[src/rtl/pwmb_pkg.sv]
package pwmb_pkg;
   localparam int MODE_W    = 11;
   localparam int PRE_LSB   = 0;
   localparam int PRE_W     = 4;
   localparam int POL_BIT   = 9;
   localparam int TGT_BIT   = 10;
   localparam int MAX_PRE   = 10;

   typedef enum logic {
      TGT_DUTY   = 1'b0,
      TGT_PERIOD = 1'b1
   } upd_tgt_e;

   function automatic logic [PRE_W-1:0] clamp_pre(input logic [PRE_W-1:0] sel,
                                                  input int unsigned      lim);
      if (int'(sel) > int'(lim)) return PRE_W'(lim);
      return sel;
   endfunction
endpackage

[src/rtl/pwmb_prescale.sv]
module pwmb_prescale #(
   parameter int SEL_W   = 4,
   parameter int MAX_SEL = 10
) (
   input  logic             clk_i,
   input  logic             rst_ni,
   input  logic             run_i,
   input  logic [SEL_W-1:0] sel_i,
   output logic             tick_o
);
   if (MAX_SEL >= (1 << SEL_W)) begin : g_bad_sel
      $error("pwmb_prescale: MAX_SEL does not fit the select field");
   end

   if (MAX_SEL == 0) begin : g_nodiv
      assign tick_o = run_i;
   end else begin : g_div
      localparam int DIV_W = MAX_SEL;
      logic [DIV_W-1:0] div_q;
      logic [DIV_W-1:0] mask;
      logic [SEL_W-1:0] sel_c;

      always_comb begin
         sel_c = pwmb_pkg::clamp_pre(sel_i, MAX_SEL);
         for (int i = 0; i < DIV_W; i++) begin
            mask[i] = (i < int'(sel_c));
         end
      end

      always_ff @(posedge clk_i or negedge rst_ni) begin
         if (!rst_ni)     div_q <= '0;
         else if (!run_i) div_q <= '0;
         else             div_q <= div_q + 1'b1;
      end

      assign tick_o = run_i && ((div_q & mask) == mask);
   end
endmodule

[src/rtl/pwmb_counter.sv]
module pwmb_counter #(
   parameter int CNT_W = 16
) (
   input  logic             clk_i,
   input  logic             rst_ni,
   input  logic             chan_en_i,
   input  logic             tick_i,
   input  logic [CNT_W-1:0] prd_i,
   output logic             en_q_o,
   output logic [CNT_W-1:0] cnt_o,
   output logic             load_o,
   output logic             start_o
);
   logic             en_q;
   logic             start_q;
   logic [CNT_W-1:0] cnt_q;
   logic [CNT_W:0]   cnt_inc;
   logic [CNT_W:0]   prd_eff;
   logic             wrap;

   assign cnt_inc = {1'b0, cnt_q} + 1'b1;
   assign prd_eff = (prd_i == '0) ? (CNT_W+1)'(1) : {1'b0, prd_i};
   assign wrap    = en_q && tick_i && (cnt_inc >= prd_eff);
   assign load_o  = chan_en_i && (!en_q || wrap);

   always_ff @(posedge clk_i or negedge rst_ni) begin
      if (!rst_ni) begin
         en_q    <= 1'b0;
         start_q <= 1'b0;
         cnt_q   <= '0;
      end else if (!chan_en_i) begin
         en_q    <= 1'b0;
         start_q <= 1'b0;
         cnt_q   <= '0;
      end else begin
         en_q    <= 1'b1;
         start_q <= load_o;
         if (load_o)      cnt_q <= '0;
         else if (tick_i) cnt_q <= cnt_inc[CNT_W-1:0];
      end
   end

   assign en_q_o  = en_q;
   assign cnt_o   = cnt_q;
   assign start_o = start_q;
endmodule

[src/rtl/pwmb_shadow.sv]
module pwmb_shadow #(
   parameter int CNT_W = 16
) (
   input  logic              clk_i,
   input  logic              rst_ni,
   input  logic              chan_en_i,
   input  logic              en_q_i,
   input  logic              load_i,
   input  pwmb_pkg::upd_tgt_e tgt_i,
   input  logic [CNT_W-1:0]  period_i,
   input  logic [CNT_W-1:0]  duty_i,
   input  logic [CNT_W-1:0]  upd_val_i,
   input  logic              upd_wr_i,
   output logic [CNT_W-1:0]  prd_o,
   output logic [CNT_W-1:0]  duty_o,
   output logic              pend_o
);
   logic [CNT_W-1:0] prd_q, duty_q, shd_q;
   logic             pend_q;
   logic             apply;

   assign apply = en_q_i && load_i && pend_q;

   always_ff @(posedge clk_i or negedge rst_ni) begin
      if (!rst_ni) begin
         prd_q  <= '0;
         duty_q <= '0;
         shd_q  <= '0;
         pend_q <= 1'b0;
      end else if (!chan_en_i) begin
         pend_q <= 1'b0;
      end else if (!en_q_i) begin
         prd_q  <= period_i;
         duty_q <= duty_i;
         pend_q <= 1'b0;
      end else begin
         if (apply) begin
            if (tgt_i == pwmb_pkg::TGT_PERIOD) prd_q  <= shd_q;
            else                               duty_q <= shd_q;
         end
         if (upd_wr_i) begin
            shd_q  <= upd_val_i;
            pend_q <= 1'b1;
         end else if (load_i) begin
            pend_q <= 1'b0;
         end
      end
   end

   assign prd_o  = prd_q;
   assign duty_o = duty_q;
   assign pend_o = pend_q;
endmodule

[src/rtl/pwmb_channel.sv]
module pwmb_channel #(
   parameter bit WIDE  = 1'b0,
   parameter int CNT_W = WIDE ? 32 : 16
) (
   input  logic                       clk_i,
   input  logic                       rst_ni,
   input  logic                       chan_en_i,
   input  logic [pwmb_pkg::MODE_W-1:0] mode_i,
   input  logic [CNT_W-1:0]           period_i,
   input  logic [CNT_W-1:0]           duty_i,
   input  logic [CNT_W-1:0]           upd_val_i,
   input  logic                       upd_wr_i,
   output logic                       pwm_o,
   output logic                       cycle_start_o,
   output logic                       upd_pending_o
);
   import pwmb_pkg::*;

   if (CNT_W != (WIDE ? 32 : 16)) begin : g_bad_width
      $error("pwmb_channel: CNT_W must follow WIDE (16 or 32)");
   end

   logic             en_q;
   logic             tick;
   logic             load;
   logic [CNT_W-1:0] cnt_q;
   logic [CNT_W-1:0] prd_q;
   logic [CNT_W-1:0] duty_q;
   logic             cpol;
   upd_tgt_e         tgt;

   assign cpol = mode_i[POL_BIT];
   assign tgt  = upd_tgt_e'(mode_i[TGT_BIT]);

   pwmb_prescale #(
      .SEL_W  (PRE_W),
      .MAX_SEL(MAX_PRE)
   ) u_pre (
      .clk_i (clk_i),
      .rst_ni(rst_ni),
      .run_i (en_q),
      .sel_i (mode_i[PRE_LSB +: PRE_W]),
      .tick_o(tick)
   );

   pwmb_counter #(.CNT_W(CNT_W)) u_cnt (
      .clk_i    (clk_i),
      .rst_ni   (rst_ni),
      .chan_en_i(chan_en_i),
      .tick_i   (tick),
      .prd_i    (prd_q),
      .en_q_o   (en_q),
      .cnt_o    (cnt_q),
      .load_o   (load),
      .start_o  (cycle_start_o)
   );

   pwmb_shadow #(.CNT_W(CNT_W)) u_shd (
      .clk_i    (clk_i),
      .rst_ni   (rst_ni),
      .chan_en_i(chan_en_i),
      .en_q_i   (en_q),
      .load_i   (load),
      .tgt_i    (tgt),
      .period_i (period_i),
      .duty_i   (duty_i),
      .upd_val_i(upd_val_i),
      .upd_wr_i (upd_wr_i),
      .prd_o    (prd_q),
      .duty_o   (duty_q),
      .pend_o   (upd_pending_o)
   );

   assign pwm_o = cpol ^ (en_q && (cnt_q >= duty_q));
endmodule

[config.mk]
export PLATFORM = sky130hd
export DESIGN_NAME = pwmb_channel
export DESIGN_NICKNAME = d
export VERILOG_FILES = /design/src/rtl/pwmb_pkg.sv /design/src/rtl/pwmb_prescale.sv /design/src/rtl/pwmb_counter.sv /design/src/rtl/pwmb_shadow.sv /design/src/rtl/pwmb_channel.sv
export SDC_FILE = /design/constraint.sdc
export NUM_CORES = 1
export LEC_CHECK = 0
export BUFFER_PORTS_ARGS = -buffer_cell sky130_fd_sc_hd__buf_2
export CORE_MARGIN = 2
export CORE_UTILIZATION = 50
export DETAILED_ROUTE_END_ITERATION = 8
export PLACE_DENSITY = 0.72
export SYNTH_ARGS = -nofsm -noshare
export SYNTH_HDL_FRONTEND = slang
export SYNTH_SLANG_ARGS = --single-unit
export TNS_END_PERCENT = 10
[constraint.sdc]
create_clock -name clk_i -period 4.9 [get_ports clk_i]
set_clock_uncertainty 0.1 [all_clocks]
set_input_delay 0.245 -clock clk_i [delete_from_list [all_inputs] [get_ports clk_i]]
set_output_delay 0.245 -clock clk_i [all_outputs]
set_load 0.02 [all_outputs]
**Word-level counts from Yosys, hierarchy flattened**

Index checks and enable logic that the tools add are counted.

- Input port bits: 63
- Logic and storage cells: 64
- Output and inout bits: 3
- Register bits after elaboration: 77

- Equality and inequality tests: 6
- Reductions and logical operators: 13
- $add $sub $neg: 2
- Bitwise gates (word level): 2
- $lt $le $gt $ge: 13
- Muxes and demuxes: 20

Operators by type and width:

| operator | number |
|---|---|
| $mux 16 | 10 |
| $add 16x1->17 const B | 1 |
| $ge 17x17->1 | 1 |
| $ge 16x16->1 | 1 |
| $logic_not 16->1 | 1 |
| $lt 3x4->1 const A | 4 |
| $add 10x1->10 const B | 1 |
| $and 10x10->10 | 1 |
| $eq 10x10->1 | 1 |
| $mux 10 | 1 |
| $reduce_and 3->1 | 3 |
| $lt 1x4->1 const A | 2 |
| $lt 2x4->1 const A | 2 |
| $lt 4x4->1 const A | 2 |
| $mux 4 | 2 |
| $logic_and 1x1->1 | 7 |
| $mux 1 | 7 |
| $gt 4x4->1 const B | 1 |
| $ne 2x2->1 const B | 2 |
| $ne 4x3->1 const B | 1 |
| $ne 3x1->1 const B | 1 |
| $ne 2x1->1 const B | 1 |
| $logic_not 1->1 | 1 |
| $logic_or 1x1->1 | 1 |
| $xor 1x1->1 | 1 |

**Longest topological paths before layout**

Gate-level depths: netlist (run 1).

- Word-level depth: 15
- Gate-level depth with buffers: 16
- Mapped depth without buffers: 14

**Hierarchy**

Synthesis (run 1) repeated with hierarchy kept, for this count alone.

- Cell total of the unflattened synthesis: 499
- Area total of the unflattened synthesis: 4936.0 µm²

Modules (own cells, without submodules):

| module | cells each | times used | area an instance (µm²) |
|---|---|---|---|
| pwmb_shadow | 195 | 1 | 2339.7 |
| pwmb_counter | 191 | 1 | 1565.3 |
| pwmb_prescale | 57 | 1 | 586.8 |
| pwmb_channel | 56 | 1 | 444.2 |

**Least setup slack after synthesis (run 1)**

No wires, ideal clock.

- Path kind: reg2reg
- Start point: register u_cnt.cnt_q[2], in the netlist u_cnt.cnt_o[2]
- End point: register u_shd.duty_q[10], in the netlist u_shd.duty_o[10]
- Slack: 1.318 ns
- Cell stages (with the launch flop): 17
- Buffers on the path: 3
- Period minus slack after synthesis: 3.582 ns
- Arrival: 3.357 ns
- Cell sequence: dfrtp_1 > buf_4 > nand3_1 > nor2_1 > and3_1 > clkbuf_1 > nand3_1 > xnor2_1 > ha_1 > nand3_1 > nor2_1 > o311ai_0 > nand4_1 > nor2_4 > o41ai_4 > buf_6 > mux2_4

- Longest elaborated chain between the ends: 9

Ends and longest elaborated chain:

| element | line | text |
|---|---|---|
| start, declared | pwmb_counter.sv:16 | `logic [CNT_W-1:0] cnt_q;` |
| start signal, assigned | pwmb_counter.sv:39 | `else if (tick_i) cnt_q <= cnt_inc[CNT_W-1:0];` |
| $add 16x1->17 | pwmb_counter.sv:21 | `assign cnt_inc = {1'b0, cnt_q} + 1'b1;` |
| $ge 17x17->1 | pwmb_counter.sv:23 | `assign wrap = en_q && tick_i && (cnt_inc >= prd_eff);` |
| $logic_and 1x1->1 | pwmb_counter.sv:23 |  |
| $logic_or 1x1->1 | pwmb_counter.sv:24 | `assign load_o = chan_en_i && (!en_q \|\| wrap);` |
| $logic_and 1x1->1 | pwmb_counter.sv:24 |  |
| $logic_and 1x1->1 (2 in series) | pwmb_shadow.sv:22 | `assign apply = en_q_i && load_i && pend_q;` |
| $ne 2x1->1 (no line) | - |  |
| $reduce_and 3->1 (no line) | - |  |
| end signal, assigned | pwmb_shadow.sv:34 | `duty_q <= duty_i;` |
| end signal, assigned | pwmb_shadow.sv:39 | `else duty_q <= shd_q;` |
| end, declared | pwmb_shadow.sv:18 | `logic [CNT_W-1:0] prd_q, duty_q, shd_q;` |

No other way between the ends.
A chain may end at the register's enable or synchronous reset.

**Worst setup path after layout (run 1)**

- Start point: register u_cnt.cnt_q[2], in the netlist u_cnt.cnt_o[2]
- End point: register u_shd.duty_q[2], in the netlist u_shd.duty_o[2]

The elaborated chain is that of the path after synthesis.

==> flow_summary.yaml, run 1 <==
placement:
  sum_of_net_half_perimeters_after_detailed_placement_mm: 7.157
  globalplace.congestion: 0.8962
  io_port_bufs: 60
cts:
  cts_num_sinks: 77
  hold_buffers: 3
  tritoncts: "built"
  ctsLongestPathBuffers: 2
  number_of_setup_buffers_added_after_cts: 0
  cts-resized-gates: 0
  worst_setup_hold_path_clk_slew_ns: 0.09
  cts_made_buffers: 9
  ctsRootBufferMaster: "sky130_fd_sc_hd__clkbuf_8"
  htree_levels: 3
  worstSkewPairLatency_ns: 0.36
power_and_ir_drop:
  cellPowerDensity_mw_per_mm2: 304.7
  power.share.clock_pct: 35.4
  max-vdd-ir-drop_v: 0.0002103
  swShare_pct: 26.71
  power.total_uw: 1663
  pwr-share-seq_pct: 46.8
  combPwrFrac_pct: 17.8
  leakage_power_total_uw: 0.002740
  internal_power_uw: 1219
  switching_power_uw: 444.2
setup_path:
  critical_path.cell_chain: "nand3_1 -> nor2_1 -> and3_1 -> nand3_1 -> xnor2_1 -> ha_1 -> nand4_1 -> nor2_1 -> o311ai_0 -> nand4_1 -> nor2_4 -> o41ai_4 -> buf_4 -> mux2_2"
  setup_crit_end_kind: "flip-flop"
  worst_path_max_delay_cell: "sky130_fd_sc_hd__dfrtp_1"
  reg2reg_slack_ns: 0.76
  worstSetupEndpoint: "u_shd.duty_o[2]"
  timing.critical_path.slowest_cell_delay_ns: 0.51
  critPathRequiredTime_ns: 5.05
  arr_time_crit_path_ns: 4.29
  worst_r2r_endpoint: "u_shd.duty_o[2]"
  crit-reg2reg-launch: "u_cnt.cnt_o[2]"
  crit_start: "u_cnt.cnt_o[2]"
  cp-start-kind: "flip-flop"
  setup.worst_path.class: "flip-flop to flip-flop"
  timing.critical_path.fanout_max: 16
  r2r.worst_path.cells: 14
synthesis:
  ys.warnings.count: 0
  post_synthesis_cell_area_mm2: 0.004787
  synthDistinctLibCells: 47
  postSynthAreaPerCell_um2: 9.555
  netlist.area_leader.share_pct: 40.25
  register_area_share_after_synthesis_pct: 40.25
  syn_inst: 501
  synth-async-reset-ratio_pct: 100.0
  ys_ff_latch: 77
  synth_top_cells_by_area: "sky130_fd_sc_hd__dfrtp_1 40%, sky130_fd_sc_hd__mux2_2 8.9%, sky130_fd_sc_hd__ha_1 8.9%"
  mappedNetlistNets: 598
  synth_edf_count: 0
  synth_largest_area_cell: "sky130_fd_sc_hd__dfrtp_1"
  synth-main-ff-cell: "sky130_fd_sc_hd__dfrtp_1"
die:
  number_of_placed_i_o_pins: 66
  num_rows: 35
  fp.dieW_um: 101.8
  floorplan.initialDensity_pct: 51.56
  core_mm2: 0.009284
  floorplan.die.height_um: 101.8
  floorplan_die_area_mm2: 0.01037
drt:
  detail_route.iter0.violations: 106
  drtAntennaViolNets: 0
  drc: 0
  via_per_inst: 5.280
  drt_pass1_iterations: 4
  avgRoutedWirePerCell_um: 14.07
  num_vias: 3664
  wl_mm: 9.766
timing:
  final-max-slew-violation-count: 0
  finalWorstPathRequiredPeriod_ns: 4.140
  fmax_mhz: 241.5
  unrepaired_setup_endpoints_after_global_routing: "false"
  tightest_slew_ns: 0.9585
  slew_headroom_pct: 36.10
  finalSetupTns_ns: 0
  setup-violations-final: 0
  final_min_period_over_clock_period_pct: 84.49
  report.final.hold_viol_count: 0
run:
  max_capacitance_violation_count: 0
global_route:
  grt_pass1_vias: 3730
  grt_usage_pct: 21.18
  grt_overflow_total: 0
  pin_count_of_the_biggest_net_entering_global_routing: 78
  grt_pass1_wl_mm: 17.31
  antenna_violations_before_repair: 0
layout:
  fin_nets: 657
  most_common_cell_after_layout_fill_and_taps_aside: "sky130_fd_sc_hd__dfrtp_1"
  antenna_cells: 0
  final_layout_size_suffix_gt1_share_pct: 23.54
  layout-area-overhead-vs-synth_pct: 14.01
  layout.cells.most_common_list: "77 x sky130_fd_sc_hd__dfrtp_1, 65 x sky130_fd_sc_hd__inv_1, 59 x sky130_fd_sc_hd__buf_2"
status:
  outcome: "complete, no violations"
min_path:
  hold_path_startpoint: "upd_val_i[8]"
  worst_hold_path_type: "input port to flip-flop"
power by group through the flow:
stage / clock (µW) / combinational, µW / sequential, µW
finish: 589 / 295 / 779
global route: 625 / 343 / 790
CTS: 598 / 301 / 778
detailed placement: 0 / 298 / 792
global placement: 0 / 282 / 785
floorplan: 0 / 215 / 770
cells by family (layout without fill, tap and decap cells):
logic type      count (synthesis)  in the layout  share of synthesized area (%)
mux                            49             49                          12.28
fa+ha+maj                      34             34                          8.887
simple gates                  138            138                          15.13
xor+xnor                       21             21                          3.842
flops                          77             77                          40.25
compound gates                 98             98                          12.57
buf+inv                        84            148                          7.031
metal layers:
layer / routed length (µm) / vias to the layer above / GRT usage, %
met5: 0 / - / 0
met4: 138 / 0 / 6.359
met3: 310 / 10 / 3.078
met2: 4707 / 74 / 36.08
met1: 4609 / 1743 / 28.16
li1: - / 1837 / -
stage by stage:
| stage | worst slack (ns) | util (%) | area [µm²] | cells | hold WS [ns] |
|---|---|---|---|---|---|
| 2_1_floorplan | 1.318 | - | 4787 | 501 | -0.1506 |
| 4_1_cts | 0.7857 | 58.79 | 5458 | 694 | 0.001267 |
| 5_1_grt | 0.5059 | 58.79 | 5458 | 694 | 0.01199 |
| 6_report | 0.7599 | 58.79 | 5458 | 694 | 0.01077 |
| 3_5_place_dp | 0.8458 | 55.89 | 5189 | 675 | 0.3617 |
| 3_3_place_gp | 0.9134 | 55.89 | 5189 | 675 | 0.3577 |
layout make-up:
class | instances | area, µm²
clock buffer | 11 | 131.4
multi-input combinational | 340 | 2524
fill | 829 | 3826
clock inverter | 5 | 107.6
timing repair buffer | 67 | 362.8
tap | 129 | 161.4
sequential | 77 | 1927
inverter | 65 | 244.0
Yosys cell counts (4+ instances only):
master,instances
sky130_fd_sc_hd__o21ai_0,46
sky130_fd_sc_hd__inv_1,65
sky130_fd_sc_hd__xor2_1,6
sky130_fd_sc_hd__a21oi_1,21
sky130_fd_sc_hd__mux2_2,38
sky130_fd_sc_hd__ha_1,34
sky130_fd_sc_hd__nand4_1,7
sky130_fd_sc_hd__a21o_1,6
sky130_fd_sc_hd__nand2b_1,4
sky130_fd_sc_hd__nand3b_1,7
sky130_fd_sc_hd__and3_1,9
sky130_fd_sc_hd__mux2_4,10
sky130_fd_sc_hd__dfrtp_1,77
sky130_fd_sc_hd__a31oi_1,8
sky130_fd_sc_hd__nand3_1,24
sky130_fd_sc_hd__nor4_1,4
sky130_fd_sc_hd__nand2_1,46
sky130_fd_sc_hd__and2_1,10
sky130_fd_sc_hd__nor2b_1,4
sky130_fd_sc_hd__nor2_1,9
sky130_fd_sc_hd__clkbuf_1,13
sky130_fd_sc_hd__a21boi_0,4
sky130_fd_sc_hd__nor3_1,5
sky130_fd_sc_hd__xnor2_1,15
worst min path at each step:
stage                                 to  slack, ns  cells past startpoint
CTS                       u_shd.shd_q[0]      0.001                      2
finish                    u_shd.shd_q[8]       0.01                      2
global route              u_shd.shd_q[5]       0.01                      2
detailed placement  u_pre.g_div.div_q[8]       0.36                      1
global placement    u_pre.g_div.div_q[8]       0.36                      1
floorplan                 u_cnt.cnt_o[0]      -0.15                      0
worst max-delay path: cells and delay by family, from the launching register on:
kind | cells | cell delay [ns]
and+or+nand+nor | 8 | 1.74
DFF | 1 | 0.51
AOI/OAI and AO/OA | 2 | 0.47
muxes | 1 | 0.38
buffers and inverters | 1 | 0.33
adders and majority gates | 1 | 0.29
xor gates and xnor gates | 1 | 0.19
state kept, by name (all words and copies together), names as in the netlist:
signal and count:
u_cnt.cnt_o 16, u_shd.duty_o 16, u_shd.prd_o 16, u_shd.shd_q 16, u_pre.g_div.div_q 10, u_cnt.en_q_o 1
u_cnt.start_o 1, u_shd.pend_o 1
No activity file was read; power rests on OpenSTA's default activity.
==> inputs of run 2 (changes only) <==
- PLACE_DENSITY: 0.72 -> 0.75
- clock period: 4.9 -> 3.6 ns (I/O delays scaled with it)
==> run 2 against run 1 <==
  * Sequential share of layout area down 2.4 points
  * Routed wire length rose by 9.4%
  * Combinational power rose by 44%
  * Critical endpoint is now u_shd.duty_o[8]
  * Largest cell class unchanged
  * First-iteration DRC count is 110% higher
  * Global-route usage grew 0.55 points
  * Clock power is 33% higher
  * Maximum frequency rose by 20%
  * Register-to-register slack worse by 0.62 ns
  * Critical path depth is 1 higher
==> flow_summary.yaml, run 2 (same netlist as run 1, synthesis figures left out) <==
setup_path:
  crit-reg2reg-launch: "u_cnt.cnt_o[10]"
  timing.critical_path.fanout_max: 8
  critPathRequiredTime_ns: 3.74
  r2r.worst_path.cells: 15
  worst_r2r_endpoint: "u_shd.duty_o[8]"
  setup_crit_end_kind: "flip-flop"
  arr_time_crit_path_ns: 3.60
  reg2reg_slack_ns: 0.14
  cp-start-kind: "flip-flop"
  setup.worst_path.class: "flip-flop to flip-flop"
placement:
  globalplace.congestion: 0.9198
  preCtsSetupSlack_ns: 0.05243
  sum_of_net_half_perimeters_after_detailed_placement_mm: 7.434
  placedCellCount: 687
  io_port_bufs: 60
drt:
  drt_pass1_iterations: 5
  drtAntennaViolNets: 0
  detail_route.iter0.violations: 225
  drc: 0
  via_per_inst: 5.367
  num_vias: 3934
  wl_mm: 10.68
  avgRoutedWirePerCell_um: 14.57
layout:
  most_common_cell_after_layout_fill_and_taps_aside: "sky130_fd_sc_hd__dfrtp_1"
  layout.cells.most_common_list: "76 x sky130_fd_sc_hd__dfrtp_1, 65 x sky130_fd_sc_hd__inv_1, 59 x sky130_fd_sc_hd__buf_2"
  fillCellCount: 758
  layout-area-overhead-vs-synth_pct: 22.35
  antenna_cells: 0
  fin_nets: 696
  final_core_util_pct: 63.09
  final_cell_count_no_fill: 733
  final_layout_size_suffix_gt1_share_pct: 27.15
power_and_ir_drop:
  leakage_power_total_uw: 0.002945
  max-vdd-ir-drop_v: 0.0002935
  cellPowerDensity_mw_per_mm2: 387.6
timing:
  report.final.hold_viol_count: 0
  tightest_slew_ns: 0.9730
  worst_case_setup_margin_in_the_final_layout_ns: 0.1417
  final_min_period_over_clock_period_pct: 96.06
  fmax_mhz: 289.2
  slew_headroom_pct: 35.14
  finalWorstPathRequiredPeriod_ns: 3.458
  final-max-slew-violation-count: 0
  setup-violations-final: 0
die:
  floorplan.initialDensity_pct: 51.56
  fp.dieW_um: 101.8
  floorplan.die.height_um: 101.8
  number_of_placed_i_o_pins: 66
  core_mm2: 0.009284
  floorplan_die_area_mm2: 0.01037
  num_rows: 35
cts:
  worstSkewPairLatency_ns: 0.35
  ctsRootBufferMaster: "sky130_fd_sc_hd__clkbuf_8"
  cts_made_buffers: 9
  cts_num_sinks: 77
  htree_levels: 3
  ctsLongestPathBuffers: 2
  tritoncts: "built"
  worst_setup_hold_path_clk_slew_ns: 0.08
min_path:
  holdPathEnd: "u_shd.duty_o[3]"
  hold_path_startpoint: "duty_i[3]"
  hold_path_depth: 4
  worst_hold_path_type: "input port to flip-flop"
global_route:
  grt_usage_pct: 21.72
  grt_pass1_wl_mm: 17.84
  grt_overflow_total: 0
  antenna_violations_before_repair: 0
  grt_pass1_vias: 3825
  pin_count_of_the_biggest_net_entering_global_routing: 78
run:
  max_capacitance_violation_count: 0
status:
  outcome: "complete, no violations"
## run 2: cell types whose count changed in the layout (fill, tap and decap cells not counted), moves of 2 or more
cell,previous run,this run
sky130_fd_sc_hd__buf_12,0,2
sky130_fd_sc_hd__buf_4,5,25
sky130_fd_sc_hd__clkbuf_1,2,0
sky130_fd_sc_hd__clkinv_2,0,3
sky130_fd_sc_hd__dlygate4sd3_1,3,18
## run 2: report_power, final
| group | leakage [µW] | switching, µW | internal, µW |
|---|---|---|---|
| clock network | 0.000123 | 328 | 458 |
| registers | 0.000975 | 77.3 | 981 |
| logic | 0.00185 | 195 | 231 |
## run 2: worst max-delay path by stage
stage | startpoint | slack [ns] | end
2_1_floorplan | u_cnt.cnt_o[2] | 0.02 | u_shd.duty_o[10]
3_3_place_gp | u_cnt.cnt_o[1] | 0.19 | u_shd.duty_o[0]
5_1_grt | u_cnt.cnt_o[0] | -0.02 | u_shd.duty_o[0]
4_1_cts | u_cnt.cnt_o[1] | 0.02 | u_shd.duty_o[0]
3_5_place_dp | u_cnt.cnt_o[1] | 0.05 | u_shd.duty_o[0]
6_report | u_cnt.cnt_o[10] | 0.14 | u_shd.duty_o[8]
## run 2: worst max-delay path: stages, from the launching register on
cell	delay (ns)
sky130_fd_sc_hd__dfrtp_1	0.37
sky130_fd_sc_hd__and3_1	0.21
sky130_fd_sc_hd__and3_1	0.23
sky130_fd_sc_hd__and3_1	0.20
sky130_fd_sc_hd__nand3_1	0.10
sky130_fd_sc_hd__xnor2_1	0.29
sky130_fd_sc_hd__ha_1	0.30
sky130_fd_sc_hd__nand3_1	0.11
sky130_fd_sc_hd__nor2_2	0.06
sky130_fd_sc_hd__o311ai_0	0.11
sky130_fd_sc_hd__nand4_1	0.25
sky130_fd_sc_hd__nor2_4	0.26
sky130_fd_sc_hd__o41ai_4	0.08
sky130_fd_sc_hd__buf_4	0.19
sky130_fd_sc_hd__clkbuf_16	0.17
sky130_fd_sc_hd__mux2_4	0.30
## run 2: layout make-up
class | instances | area [µm²] | share of cell area, %
Multi-Input combinational cell | 340 | 2546 | 43.47
Sequential cell | 77 | 1928 | 32.92
Timing Repair Buffer | 106 | 739.5 | 12.63
Inverter | 65 | 244.0 | 4.166
Tap cell | 129 | 161.4 | 2.756
Clock buffer | 9 | 123.9 | 2.115
Clock inverter | 7 | 113.9 | 1.944
## run 2: per-layer routing
layer / global-route usage (%) / share of wire [%]
met1: 29.15 / 44
met2: 35.98 / 49
met3: 4.309 / 4.7
met4: 6.359 / 1.3
met5: 0 / 0
## run 2: stage by stage
stage	hold slack, ns	power, µW	TNS (ns)	cell area (µm²)
finish	0.1086	2270	0	5857
global route	0.1317	2390	-0.01532	5857
CTS	0.1004	2279	0	5722
detailed placement	0.3026	1484	0	5304
global placement	0.2912	1456	0	5304
floorplan	-0.2156	1340	0	4787
## run 2: timing repair
item,CTS,global route
resized for setup,0,7
buffers inserted,0,11
endpoints found under the setup margin,0,39
hold buffers,18,0
endpoints found under the hold margin,94,0
